$ cat src/rtl/tmr_array_pkg.sv
package tmr_array_pkg;

    localparam int CNT_W = 16;

    typedef enum logic [1:0] {
        SRC_FULL  = 2'd0,
        SRC_DIV2  = 2'd1,
        SRC_DIV64 = 2'd2,
        SRC_EVENT = 2'd3
    } clk_src_e;

    typedef struct packed {
        logic              en;
        logic              rld;
        logic              inte;
        clk_src_e          src;
        logic [2:0]        mode;
        logic [CNT_W-1:0]  start;
    } ch_cfg_t;

    typedef struct packed {
        logic arm_edge;
        logic gate_ok;
        logic evt_edge;
    } in_dec_t;

    // Interpret the input line for one channel.
    function automatic in_dec_t decode_input(logic [2:0] mode, clk_src_e src,
                                             logic lvl, logic prev);
        in_dec_t d;
        logic    rise;
        logic    fall;
        logic    hit;
        rise = lvl & ~prev;
        fall = ~lvl & prev;
        case (mode[1:0])
            2'b01:   hit = rise;
            2'b10:   hit = fall;
            2'b11:   hit = rise | fall;
            default: hit = 1'b0;
        endcase
        d          = '0;
        d.gate_ok  = 1'b1;
        if (src == SRC_EVENT) begin
            d.evt_edge = hit;
        end else if (mode[2]) begin
            d.gate_ok = (lvl == mode[0]);
        end else begin
            d.arm_edge = hit;
        end
        return d;
    endfunction

    function automatic logic src_tick(clk_src_e src, logic t_fast, logic t_slow,
                                      logic evt);
        case (src)
            SRC_FULL:  return 1'b1;
            SRC_DIV2:  return t_fast;
            SRC_DIV64: return t_slow;
            default:   return evt;
        endcase
    endfunction

endpackage

$ cat src/rtl/tmr_prescaler.sv
module tmr_prescaler #(
    parameter int SLOW_DIV = 64
) (
    input  logic clk,
    input  logic rst,
    output logic tick_fast,
    output logic tick_slow
);
    localparam int PRE_W = $clog2(SLOW_DIV);

    logic [PRE_W-1:0] pre;

    always_ff @(posedge clk) begin
        if (rst) begin
            pre <= '0;
        end else if (pre == PRE_W'(SLOW_DIV - 1)) begin
            pre <= '0;
        end else begin
            pre <= pre + 1'b1;
        end
    end

    assign tick_fast = pre[0];
    assign tick_slow = (pre == PRE_W'(SLOW_DIV - 1));
endmodule

$ cat src/rtl/tmr_in_route.sv
module tmr_in_route #(
    parameter int NCH   = 6,
    parameter int SEL_W = 8
) (
    input  logic             clk,
    input  logic             rst,
    input  logic             sel_we,
    input  logic [SEL_W-1:0] sel_wdata,
    output logic [SEL_W-1:0] sel_q,
    input  logic [NCH-1:0]   tin_pin,
    input  logic [NCH-1:0]   uf_pulse,
    output logic [NCH-1:0]   tin_eff
);
    localparam logic [SEL_W-1:0] SEL_MASK = SEL_W'((1 << NCH) - 1);

    logic [SEL_W-1:0] sel_r;

    always_ff @(posedge clk) begin
        if (rst) begin
            sel_r <= '0;
        end else if (sel_we) begin
            sel_r <= sel_wdata & SEL_MASK;
        end
    end

    assign sel_q = sel_r;

    for (genvar n = 0; n < NCH; n++) begin : g_ring
        localparam int PREV = (n == 0) ? NCH - 1 : n - 1;
        assign tin_eff[n] = sel_r[n] ? uf_pulse[PREV] : tin_pin[n];
    end
endmodule

$ cat src/rtl/tmr_channel.sv
module tmr_channel
    import tmr_array_pkg::*;
(
    input  logic             clk,
    input  logic             rst,
    input  ch_cfg_t          cfg,
    input  logic             sw_arm,
    input  logic             flag_clr,
    input  logic             tin,
    input  logic             tick_fast,
    input  logic             tick_slow,
    output logic [CNT_W-1:0] cnt,
    output logic             uf_flag,
    output logic             uf_pulse,
    output logic             irq
);
    logic    tin_prev;
    logic    running;
    in_dec_t dec;
    logic    load;
    logic    tick;
    logic    step;
    logic    wrap;

    always_comb begin
        dec  = decode_input(cfg.mode, cfg.src, tin, tin_prev);
        load = cfg.en & (sw_arm | dec.arm_edge);
        tick = src_tick(cfg.src, tick_fast, tick_slow, dec.evt_edge);
        step = cfg.en & running & tick & dec.gate_ok & ~load;
        wrap = step & (cnt == '0);
    end

    always_ff @(posedge clk) begin
        if (rst) begin
            cnt      <= '0;
            running  <= 1'b0;
            uf_flag  <= 1'b0;
            uf_pulse <= 1'b0;
            tin_prev <= 1'b0;
        end else begin
            tin_prev <= tin;
            uf_pulse <= wrap;
            if (!cfg.en) begin
                running <= 1'b0;
            end else if (load) begin
                cnt     <= cfg.start;
                running <= 1'b1;
            end else if (step) begin
                if (cnt == '0) begin
                    if (cfg.rld) begin
                        cnt <= cfg.start;
                    end else begin
                        cnt     <= '1;
                        running <= 1'b0;
                    end
                end else begin
                    cnt <= cnt - 1'b1;
                end
            end
            if (wrap) begin
                uf_flag <= 1'b1;
            end else if (flag_clr) begin
                uf_flag <= 1'b0;
            end
        end
    end

    assign irq = uf_flag & cfg.inte;
endmodule

$ cat src/rtl/tmr_cascade_array.sv
module tmr_cascade_array
    import tmr_array_pkg::*;
#(
    parameter int NCH      = 6,
    parameter int SEL_W    = 8,
    parameter int SLOW_DIV = 64
) (
    input  logic                 clk,
    input  logic                 rst,
    input  logic                 sel_we,
    input  logic [SEL_W-1:0]     sel_wdata,
    output logic [SEL_W-1:0]     sel_q,
    input  logic [NCH-1:0]       tin_pin,
    input  logic [NCH-1:0]       ch_en,
    input  logic [NCH-1:0]       ch_reload_mode,
    input  logic [NCH-1:0]       ch_inte,
    input  logic [2*NCH-1:0]     ch_clk_src,
    input  logic [3*NCH-1:0]     ch_in_mode,
    input  logic [CNT_W*NCH-1:0] ch_reload,
    input  logic [NCH-1:0]       ch_trig,
    input  logic [NCH-1:0]       ch_uf_clr,
    output logic [CNT_W*NCH-1:0] ch_count,
    output logic [NCH-1:0]       ch_uf_flag,
    output logic [NCH-1:0]       ch_uf_pulse,
    output logic [NCH-1:0]       ch_irq
);
    logic           tick_fast;
    logic           tick_slow;
    logic [NCH-1:0] tin_eff;

    tmr_prescaler #(.SLOW_DIV(SLOW_DIV)) u_pre (
        .clk       (clk),
        .rst       (rst),
        .tick_fast (tick_fast),
        .tick_slow (tick_slow)
    );

    tmr_in_route #(.NCH(NCH), .SEL_W(SEL_W)) u_route (
        .clk       (clk),
        .rst       (rst),
        .sel_we    (sel_we),
        .sel_wdata (sel_wdata),
        .sel_q     (sel_q),
        .tin_pin   (tin_pin),
        .uf_pulse  (ch_uf_pulse),
        .tin_eff   (tin_eff)
    );

    for (genvar n = 0; n < NCH; n++) begin : g_ch
        ch_cfg_t cfg;
        always_comb begin
            cfg.en    = ch_en[n];
            cfg.rld   = ch_reload_mode[n];
            cfg.inte  = ch_inte[n];
            cfg.src   = clk_src_e'(ch_clk_src[2*n +: 2]);
            cfg.mode  = ch_in_mode[3*n +: 3];
            cfg.start = ch_reload[CNT_W*n +: CNT_W];
        end

        tmr_channel u_ch (
            .clk       (clk),
            .rst       (rst),
            .cfg       (cfg),
            .sw_arm    (ch_trig[n]),
            .flag_clr  (ch_uf_clr[n]),
            .tin       (tin_eff[n]),
            .tick_fast (tick_fast),
            .tick_slow (tick_slow),
            .cnt       (ch_count[CNT_W*n +: CNT_W]),
            .uf_flag   (ch_uf_flag[n]),
            .uf_pulse  (ch_uf_pulse[n]),
            .irq       (ch_irq[n])
        );
    end
endmodule

$ cat config.mk
export PLATFORM = sky130hd
export DESIGN_NAME = tmr_cascade_array
export DESIGN_NICKNAME = d
export VERILOG_FILES = /design/src/rtl/tmr_array_pkg.sv /design/src/rtl/tmr_prescaler.sv /design/src/rtl/tmr_in_route.sv /design/src/rtl/tmr_channel.sv /design/src/rtl/tmr_cascade_array.sv
export SDC_FILE = /design/constraint.sdc
export NUM_CORES = 1
export LEC_CHECK = 0
export BUFFER_PORTS_ARGS = -buffer_cell sky130_fd_sc_hd__buf_2
export CORE_MARGIN = 4
export CORE_UTILIZATION = 47
export DETAILED_ROUTE_END_ITERATION = 8
export PLACE_DENSITY = 0.78
export SLEW_MARGIN = 30
export SYNTH_ARGS = -nofsm -noshare
export SYNTH_HDL_FRONTEND = slang
export SYNTH_HIERARCHICAL = 1
export SYNTH_SLANG_ARGS = --single-unit
$ cat constraint.sdc
create_clock -name clk -period 2.4 [get_ports clk]
set_clock_uncertainty 0.1 [all_clocks]
set_input_delay 0.36 -clock clk [delete_from_list [all_inputs] [get_ports clk]]
set_output_delay 0.36 -clock clk [all_outputs]
set_load 0.005 [all_outputs]
==> impl_metrics.yaml, run 1 <==
outcome:
  status: "finished, violations left"
  violations: "setup timing"
floorplan:
  rows: 49
  fp.dieH_um: 145
  die_x_um: 145
  start_util_pct: 48.4
  top_level_ports: 295
  die_area_sq_um: 20900
  core_area_sq_um: 18100
finish:
  drive_gt1_share_pct: 39.4
  area_growth_pct: 36.0
  final_util_pct: 65.8
  fin_nets: 1580
  stdcell_area_sq_um: 11900
setup_path:
  critical_path_class: "reg2reg"
  cp_num_buf_inv: 1
  cp.arrival_ns: 2.68
  cp_max_fo: 5
  cp_data_required_time_ns: 2.61
  path_depth: 8
  worstSetupEndpointType: "register"
  path_cells: "mux2_4, inv_4, ha_4, and2b_2, nor4_4, or3_4, or3b_4, o21a_1"
  cp_slowest_stage_delay_ns: 0.38
  cpMaxStageDelayCell: "or3b_4"
  critPathLaunchType: "register"
  rr_worst_depth: 8
  cpLargestDelayFamily: "simple AND/OR/NAND/NOR gates"
timing:
  whs_ns: 0.0888
  finalCritPeriodShare_pct: 103
  fmax_mhz: 404
  hold_violations: 0
  setup-violations-final: 11
  rsz0062_at_grt: "yes"
  finalWorstSetupSlack_ns: -0.0726
  tightest_slew_ns: 0.494
  layout_min_cycle_time_ns: 2.47
  slew_headroom_pct: 66.9
  finalMaxSlewViolations: 0
placed_design:
  place_area_sq_um: 11000
  place_congestion: 0.892
  dp_hpwl_um: 20700
  pre_cts_ws_ns: -0.217
  numPortBuffers: 290
grt:
  antenna_found_initial: 2
  grt_max_degree: 21
  grt_pass1_wl_um: 42100
  grt_pass1_vias: 8851
  overflow: 0
  grtUsageTotal_pct: 24.7
clock_tree:
  hold_buffers: 0
  cts_buffer_depth: 2
  clock_latency_ns: 0.42
  numCtsBuffers: 17
  h-tree-depth: 4
  clkSinkCount: 132
  tritoncts: "yes"
  cts-root-buf: "clkbuf_16"
  clkSlewWorstSetupHoldPaths_ns: 0.06
synthesis:
  synth_area_per_cell_sq_um: 8.71
  ys_seq_area_share_pct: 30.1
  syn_inst: 1008
  ys_ff_latch: 132
  syn_area_sq_um: 8780
  ys.flop_type: "dfxtp_1"
  synthDistinctLibCells: 71
  synth_edf_count: 0
  synthArstFlopShare_pct: 0
  yosysWarnings: 6
route:
  ant_nets: 0
  drt-total-wl_um: 27700
  drt_iter0_drc: 481
  num_vias: 9305
  post_drt_wl_per_cell_um: 17.0
  first_pass_iters: 5
  drcViolationCount: 0
  via_per_inst: 5.71
power_and_ir_drop:
  irDropWorstVdd_v: 0.000483
  seqPwrFrac_pct: 29.5
  p_per_area_nw_per_um2: 792
  switching_share_pct: 36.3
  p_leak_nw: 5.50
  p_int_w: 0.00603
  p_comb_share_pct: 43.0
  p_clk_share_pct: 27.5
  switchingPower_w: 0.00343
job:
  max-cap-violations: 0
min_path:
  hp-class: "in2reg"
  min_path_cells: 2
area by class of cell:
class	count	area (sq um)
fillers	1511	6210
multi-input cells	769	5820
flip-flops and latches	132	2650
repair buffers	397	2340
clock buffers	21	460
well taps	229	287
inverters	65	249
clock inverters	11	128
diodes	5	12.5
metrics by stage:
stage                     TNS [ns]  cells  power (W)
after global routing         -2.96   1626     0.0101
after CTS                  -0.0116   1620    0.00934
after floorplan                  0   1009    0.00553
after global placement       -5.08   1588    0.00658
after detailed placement     -8.37   1588    0.00668
final                       -0.261   1629    0.00946
worst paths after layout:
check                                    start                                 to  slack (ns)
max              u_route/sel_q[4]$_SDFFE_PP0P_  g_ch[4].u_ch/running$_SDFFE_PP0P_       -0.07
min                          ch_reload_mode[4]  g_ch[4].u_ch/running$_SDFFE_PP0P_        0.09
max reg2reg      u_route/sel_q[4]$_SDFFE_PP0P_  g_ch[4].u_ch/running$_SDFFE_PP0P_       -0.07
min reg2reg  g_ch[5].u_ch/uf_flag$_SDFFE_PP0P_  g_ch[5].u_ch/uf_flag$_SDFFE_PP0P_        0.38
logic make-up after synthesis:
group / after synthesis / synth area share, %
DFF: 132 / 30.1
other: 1 / 0.0427
AOI/OAI and AO/OA: 290 / 25.9
xor gates and xnor gates: 73 / 7.28
muxes: 12 / 1.45
buffers and inverters: 108 / 6.70
and+or+nand+nor: 367 / 25.0
adders and majority gates: 25 / 3.56
cell usage after synthesis (all sizes together) (7+ instances only):
cell type,count,share of area (%)
dfxtp,132,30
nor2,93,4.3
inv,65,2.8
o21ai,57,3.5
nand2,50,2.1
o2bb2ai,40,4.0
xor2,40,4.0
buf,37,3.7
o22ai,36,2.6
xnor2,33,3.3
a21oi,32,2.0
a32o,26,3.0
nand2b,26,1.9
nor3,26,1.5
ha,25,3.6
or2,22,1.6
nor4,20,2.9
a22o,18,1.8
nor2b,18,1.3
or3,18,1.3
nand3,13,0.74
a22oi,12,1.7
and2,12,0.91
a221o,10,1.1
nand3b,10,0.85
nand4,10,1.1
nor3b,10,0.85
or4,10,0.85
a31oi,8,0.57
and3,8,0.67
nand4b,7,0.70
routing by layer:
metal  part of all wire (%)  up-vias  GRT usage [%]
met5                      0        -              0
met4                    2.8        0           10.7
met3                    7.0       58           5.19
met2                     50      398           42.7
met1                     41     4366           29.7
li1                       -     4483              -
worst reg2reg max path: stages (launching register included):
cell and delay [ns]:
dfxtp_2 0.34, mux2_4 0.34, inv_4 0.08, ha_4 0.12, and2b_2 0.23, nor4_4 0.37, or3_4 0.23, or3b_4 0.38
o21a_1 0.19
state kept, by name (all words and copies together) (netlist names):
signal and cells:
g_ch.u_ch/cnt 96, g_ch.u_ch/running 6, g_ch.u_ch/tin_prev 6, g_ch.u_ch/uf_flag 6, g_ch.u_ch/uf_pulse 6, u_pre/pre 6
u_route/sel_q 6
power groups by stage:
stage                     clock network, W  logic, W  registers, W
after detailed placement                 0   0.00386       0.00282
after global placement                   0   0.00377       0.00281
after floorplan                          0   0.00273       0.00280
final                              0.00260   0.00406       0.00279
after CTS                          0.00265   0.00390       0.00278
after global routing               0.00276   0.00448       0.00283
cells in the final DEF, fill, tap and decap left out, types with 7 or more instances in the layout:
cell type / instances
nand3b_1: 10
nor4_1: 10
nand4b_1: 7
a22oi_2: 12
nor3_1: 26
a32o_1: 25
nand2b_1: 26
a22o_1: 18
xnor2_1: 33
a21oi_1: 22
or3_1: 16
inv_1: 63
nand2_1: 44
buf_2: 291
o21ai_0: 46
clkbuf_16: 18
a21oi_2: 9
nor3b_1: 7
nor4_4: 8
o2bb2ai_1: 37
a221o_1: 10
or2_0: 16
nor2_1: 82
ha_1: 22
xor2_1: 40
o22ai_1: 36
and2_1: 8
nand4_1: 8
dfxtp_1: 126
buf_4: 96
or4_1: 10
nor2b_1: 14
a31oi_1: 8
nand3_1: 11
repair_timing:
item / 4_1_cts / 5_1_grt
gates cloned: 0 / 2
hold endpoints to repair: 0 / 0
gates resized for setup: 24 / 61
setup endpoints to repair: 99 / 112
buffers inserted: 0 / 2
pin swaps: 2 / 23
Power figures use the tool's default switching activity.
==> run 2, diff against run 1 <==
--- a/config.mk
+++ b/config.mk
@@ -9,7 +9,8 @@
 export CORE_MARGIN = 4
 export CORE_UTILIZATION = 47
 export DETAILED_ROUTE_END_ITERATION = 8
-export PLACE_DENSITY = 0.78
+export PLACE_DENSITY = 0.82
+export SETUP_SLACK_MARGIN = 0.02
 export SLEW_MARGIN = 30
 export SYNTH_ARGS = -nofsm -noshare
 export SYNTH_HDL_FRONTEND = slang
==> run 2 against run 1 <==
Cell count decreased by 0.25%. Maximum frequency rose by 3.3%. Combinational power is essentially flat. Sequential power is essentially flat. Non-clock buffer count down 1. Largest power group unchanged. Flip-flop and latch count did not move. Design area increased by 0.38%. Clock-buffer cell count fell by 3. The run now ends clean. Register-to-register slack improved by 0.08 ns. Via count is 0.21% lower. Global-route usage up 0.34 points. First-iteration DRC count is 21% lower.
==> impl_metrics.yaml, run 2 (synthesized netlist as in run 1, its figures left out) <==
power_and_ir_drop:
  irDropWorstVdd_v: 0.000467
  p_leak_nw: 5.54
  power_w: 0.00968
  p_per_area_nw_per_um2: 807
floorplan:
  fp.dieH_um: 145
  start_util_pct: 48.4
  die_x_um: 145
  core_area_sq_um: 18100
  top_level_ports: 295
  rows: 49
  die_area_sq_um: 20900
route:
  ant_nets: 0
  first_pass_iters: 5
  via_per_inst: 5.71
  post_drt_wl_per_cell_um: 16.9
  drcViolationCount: 0
  drt_iter0_drc: 382
  drt-total-wl_um: 27500
  num_vias: 9285
finish:
  drive_gt1_share_pct: 39.4
  final_common_cell: "buf_2"
  area_growth_pct: 36.5
  final_cells: 1625
  mostFrequentLayoutCells: "290 x buf_2, 125 x dfxtp_1, 94 x buf_4, 84 x nor2_1, 63 x inv_1"
  regMostFlops: "g_ch.u_ch/cnt"
  fin_nets: 1579
  final_util_pct: 66.1
  largest_reg_flops: 96
min_path:
  worstHoldStart: "sel_wdata[5]"
  hp-class: "in2reg"
  hold_path_end: "u_route/sel_q[5]$_SDFFE_PP0P_"
  min_path_cells: 3
grt:
  grt_max_degree: 28
  grt_pass1_vias: 8989
  grt_pass1_wl_um: 43000
  grtUsageTotal_pct: 25.1
  overflow: 0
  antenna_found_initial: 2
placed_design:
  placed_cells: 1581
  numPortBuffers: 290
  dp_hpwl_um: 20700
  place_congestion: 0.907
setup_path:
  cp_data_required_time_ns: 2.61
  cp_num_buf_inv: 1
  critPathLaunchType: "register"
  path_depth: 8
  cp_slowest_stage_delay_ns: 0.40
  cp_max_fo: 5
  rrSetupSlack_ns: 0.006
  rr_worst_depth: 8
  path_cells: "mux2_4, inv_2, ha_1, and2b_2, nor4_4, or3_1, or3b_4, o21a_1"
  cp.arrival_ns: 2.60
  cpLargestDelayFamily: "simple AND/OR/NAND/NOR gates"
  worstSetupEndpointType: "register"
  cpMaxStageDelayCell: "or3b_4"
  reg2reg_to: "g_ch[5].u_ch/running$_SDFFE_PP0P_"
  critical_path_class: "reg2reg"
  reg2reg_from: "u_route/sel_q[5]$_SDFFE_PP0P_"
job:
  max-cap-violations: 0
timing:
  finalCritPeriodShare_pct: 99.7
  hold_violations: 0
  setup-violations-final: 0
  finalMaxSlewViolations: 0
  layout_min_cycle_time_ns: 2.39
  tightest_slew_ns: 0.620
  fin_tns_setup_ns: 0
  fmax_mhz: 418
  whs_ns: 0.0768
  rsz0062_at_grt: "yes"
  slew_headroom_pct: 58.3
clock_tree:
  cts-root-buf: "clkbuf_16"
  hold_buffers: 0
  clkSlewWorstSetupHoldPaths_ns: 0.06
  clock_latency_ns: 0.42
  tritoncts: "yes"
  clkSinkCount: 132
  numCtsBuffers: 17
  h-tree-depth: 4
  cts_buffer_depth: 2
outcome:
  status: "complete, no violations"
-- run 2: area by class of cell --
class                   count  area, sq um
clock inverters            14          200
multi-input cells         769         5850
well taps                 229          287
diodes                      2         5.00
clock buffers              18          439
flip-flops and latches    132         2650
fillers                  1457         6160
repair buffers            396         2310
inverters                  65          246
-- run 2: how the worst max path moves through the flow --
| stage | from | to | slack [ns] |
|---|---|---|---|
| after global routing | u_route/sel_q[4]$_SDFFE_PP0P_ | g_ch[4].u_ch/cnt[0]$_SDFFE_PP0P_ | -0.07 |
| after detailed placement | tin_pin[4] | g_ch[4].u_ch/cnt[14]$_SDFFE_PP0P_ | -0.18 |
| after floorplan | u_route/sel_q[4]$_SDFFE_PP0P_ | g_ch[4].u_ch/running$_SDFFE_PP0P_ | 0.02 |
| after global placement | tin_pin[4] | g_ch[4].u_ch/cnt[7]$_SDFFE_PP0P_ | -0.14 |
| after CTS | u_route/sel_q[4]$_SDFFE_PP0P_ | g_ch[4].u_ch/cnt[8]$_SDFFE_PP0P_ | -0.02 |
| final | u_route/sel_q[5]$_SDFFE_PP0P_ | g_ch[5].u_ch/running$_SDFFE_PP0P_ | 0.006 |
-- run 2: worst register-to-register path, delay by kind of cell, from the launching register on --
| family | cells | cell delay [ns] |
|---|---|---|
| and+or+nand+nor | 4 | 1.17 |
| DFF | 1 | 0.35 |
| muxes | 1 | 0.31 |
| AOI/OAI and AO/OA | 1 | 0.18 |
| adders and majority gates | 1 | 0.11 |
| buffers and inverters | 1 | 0.06 |
-- run 2: per-layer routing --
layer / share of wire, % / track usage (%) / up-vias
met5: 0.047 / 0 / -
met4: 2.5 / 10.3 / 2
li1: - / - / 4472
met1: 41 / 30.8 / 4383
met2: 50 / 43.9 / 374
met3: 6.6 / 3.55 / 54
-- run 2: per-stage QoR --
step	worst slack [ns]	cell area, sq um
final	0.00633	12000
after global routing	-0.0705	12000
after CTS	-0.0228	11800
after detailed placement	-0.183	10900
after global placement	-0.138	10900
after floorplan	0.0216	8800
-- run 2: power breakdown --
part | leakage [nW] | switching, W | internal [W]
Clock | 0.304 | 0.00105 | 0.00178
Sequential | 1.08 | 0.000358 | 0.00244
Combinational | 4.15 | 0.00206 | 0.00199
Total | 5.54 | 0.00347 | 0.00621
-- run 2: timing repair --
action	in CTS	in global routing
buffers inserted	7	3
gates resized for setup	38	51
pin swaps	11	18
endpoints found under the setup margin	98	103
==> run 3, diff against run 2 <==
--- a/config.mk
+++ b/config.mk
@@ -6,8 +6,10 @@
 export NUM_CORES = 1
 export LEC_CHECK = 0
 export BUFFER_PORTS_ARGS = -buffer_cell sky130_fd_sc_hd__buf_2
+export CELL_PAD_IN_SITES_DETAIL_PLACEMENT = 0
+export CELL_PAD_IN_SITES_GLOBAL_PLACEMENT = 2
 export CORE_MARGIN = 4
-export CORE_UTILIZATION = 47
+export CORE_UTILIZATION = 27
 export DETAILED_ROUTE_END_ITERATION = 8
 export PLACE_DENSITY = 0.82
 export SETUP_SLACK_MARGIN = 0.02
@@ -16,3 +18,4 @@
 export SYNTH_HDL_FRONTEND = slang
 export SYNTH_HIERARCHICAL = 1
 export SYNTH_SLANG_ARGS = --single-unit
+export TNS_END_PERCENT = 30
==> run 3 against run 2 <==
The run now ends with setup timing left. Flip-flop and latch count unchanged. Clock power down 7.1%. Clock-buffer cell count up 5. Critical path type unchanged. Register-to-register slack about the same. Maximum frequency down 0.58%. Non-clock buffer count up 25. First-iteration DRC count up 6.8%. Global-route usage down 8.7 points. Via count down 3.0%. Largest power group unchanged. Core utilization down 27 points. Cell count up 14%.
==> impl_metrics.yaml, run 3 (synthesized netlist as in run 1, its figures left out) <==
outcome:
  status: "finished, violations left"
  violations: "setup timing"
timing:
  finalMaxSlewViolations: 0
  hold_violations: 0
  tightest_slew_ns: 0.702
  fmax_mhz: 415
  finalWorstSetupSlack_ns: -0.00770
  rsz0062_at_grt: "yes"
  finalCritPeriodShare_pct: 100
  whs_ns: 0.0645
  layout_min_cycle_time_ns: 2.41
  slew_headroom_pct: 53.2
  setup-violations-final: 7
floorplan:
  rows: 65
  core_area_sq_um: 31800
  start_util_pct: 27.6
  die_x_um: 188
  die_area_sq_um: 35500
  fp.dieH_um: 188
  top_level_ports: 295
setup_path:
  cp_max_fo: 6
  rrSetupSlack_ns: -0.008
  cp_data_required_time_ns: 2.61
  path_cells: "mux2_4, inv_4, ha_4, and2b_2, nor4_4, buf_6, o32ai_4, nor2_2, buf_4, a22o_1"
  cpMaxStageDelayCell: "o32ai_4"
  cp.arrival_ns: 2.62
  reg2reg_to: "g_ch[4].u_ch/cnt[5]$_SDFFE_PP0P_"
  rr_worst_depth: 10
  worstSetupEndpointType: "register"
  reg2reg_from: "u_route/sel_q[4]$_SDFFE_PP0P_"
  critical_path_class: "reg2reg"
  critPathLaunchType: "register"
  cp_slowest_stage_delay_ns: 0.35
power_and_ir_drop:
  switchingPower_w: 0.00345
  p_clk_share_pct: 27.5
  p_comb_share_pct: 43.6
  p_per_area_nw_per_um2: 770
  irDropWorstVdd_v: 0.000444
  p_leak_nw: 5.64
  seqPwrFrac_pct: 28.9
  p_int_w: 0.00612
  switching_share_pct: 36.1
clock_tree:
  cts_buffer_depth: 2
  numCtsBuffers: 17
  h-tree-depth: 4
  tritoncts: "yes"
  clkSinkCount: 132
  clkSlewWorstSetupHoldPaths_ns: 0.06
  clock_latency_ns: 0.43
  cts-root-buf: "clkbuf_16"
route:
  drt_iter0_drc: 408
  drcViolationCount: 0
  ant_nets: 0
  first_pass_iters: 5
  drt-total-wl_um: 30200
  post_drt_wl_per_cell_um: 16.3
  via_per_inst: 4.85
  num_vias: 9002
finish:
  fillers: 3345
  regMostFlops: "g_ch.u_ch/cnt"
  fin_nets: 1605
  final_util_pct: 39.1
  final_common_cell: "buf_2"
  final_cells: 1856
  drive_gt1_share_pct: 41.1
  area_growth_pct: 41.5
  mostFrequentLayoutCells: "291 x buf_2, 120 x dfxtp_1, 110 x buf_4, 82 x nor2_1, 60 x inv_1"
  largest_reg_flops: 96
min_path:
  worstHoldStart: "sel_wdata[0]"
  hp-class: "in2reg"
  hold_path_end: "u_route/sel_q[0]$_SDFFE_PP0P_"
  min_path_cells: 3
placed_design:
  dp_hpwl_um: 23200
  place_congestion: 0.805
  placed_cells: 1810
  numPortBuffers: 290
  pre_cts_ws_ns: -0.258
grt:
  antenna_found_initial: 2
  grtUsageTotal_pct: 16.3
  overflow: 0
  grt_max_degree: 28
  grt_pass1_wl_um: 47700
  grt_pass1_vias: 8906
job:
  max-cap-violations: 0
[run 3: changes by cell type in the layout (fill, tap and decap cells not counted), moves of 3 or more]
cell / delta
buf_6: +7
clkinv_2: +3
inv_1: -3
inv_2: +3
buf_4: +16
clkinv_4: -3
nand2_2: +3
clkbuf_1: +3
dfxtp_1: -5
dfxtp_2: +5
inv_6: -3
[run 3: layout make-up]
type | count | area (sq um) | area share (%)
well taps | 435 | 544 | 4.38
inverters | 65 | 246 | 1.98
flip-flops and latches | 132 | 2660 | 21.4
clock inverters | 9 | 103 | 0.826
diodes | 1 | 2.50 | 0.0201
multi-input cells | 770 | 5860 | 47.2
clock buffers | 23 | 478 | 3.85
repair buffers | 421 | 2530 | 20.4
[run 3: worst max path at each step]
stage | from | to | slack (ns) | cells after the start
2_1_floorplan | u_route/sel_q[4]$_SDFFE_PP0P_ | g_ch[4].u_ch/running$_SDFFE_PP0P_ | 0.02 | 8
3_3_place_gp | tin_pin[2] | g_ch[2].u_ch/cnt[0]$_SDFFE_PP0P_ | -0.18 | 10
3_5_place_dp | tin_pin[2] | g_ch[2].u_ch/cnt[0]$_SDFFE_PP0P_ | -0.26 | 10
4_1_cts | u_route/sel_q[4]$_SDFFE_PP0P_ | g_ch[4].u_ch/running$_SDFFE_PP0P_ | -0.05 | 9
5_1_grt | u_route/sel_q[4]$_SDFFE_PP0P_ | g_ch[4].u_ch/cnt[4]$_SDFFE_PP0P_ | -0.09 | 10
6_report | u_route/sel_q[4]$_SDFFE_PP0P_ | g_ch[4].u_ch/cnt[5]$_SDFFE_PP0P_ | -0.008 | 10
[run 3: critical path, delay by kind of cell, from the launching register on]
family	cells	cell delay, ns
AO/OA/AOI/OAI	2	0.56
adder cells (fa/ha/maj)	1	0.19
buffers and inverters	3	0.39
flip-flops	1	0.34
multiplexers	1	0.34
AND/OR/NAND/NOR	3	0.36
[run 3: power by group through the flow]
stage          Combinational [W]  Sequential, W  Clock (W)
2_1_floorplan            0.00273        0.00280          0
3_3_place_gp             0.00397        0.00280          0
3_5_place_dp             0.00399        0.00281          0
4_1_cts                  0.00410        0.00276    0.00273
5_1_grt                  0.00462        0.00282    0.00282
6_report                 0.00417        0.00277    0.00263
[run 3: metal layers]
metal	share of wire [%]	track usage, %
met2	49	27.7
met4	0.98	3.59
met3	4.8	3.67
met1	46	21.3
met5	0.066	0
[run 3: through the flow]
step / power [W] / cell area (sq um) / setup TNS (ns)
finish: 0.00957 / 12400 / -0.0440
global route: 0.0103 / 12400 / -1.55
CTS: 0.00960 / 12200 / -0.216
detailed placement: 0.00680 / 11400 / -10.66
global placement: 0.00677 / 11400 / -8.77
floorplan: 0.00553 / 8800 / 0
[run 3: repair_timing]
item	in CTS	in global routing
setup buffers	7	4
cloned	1	1
hold buffers	0	0
gates resized for setup	43	64
pin swaps	11	27
setup endpoints to repair	108	113
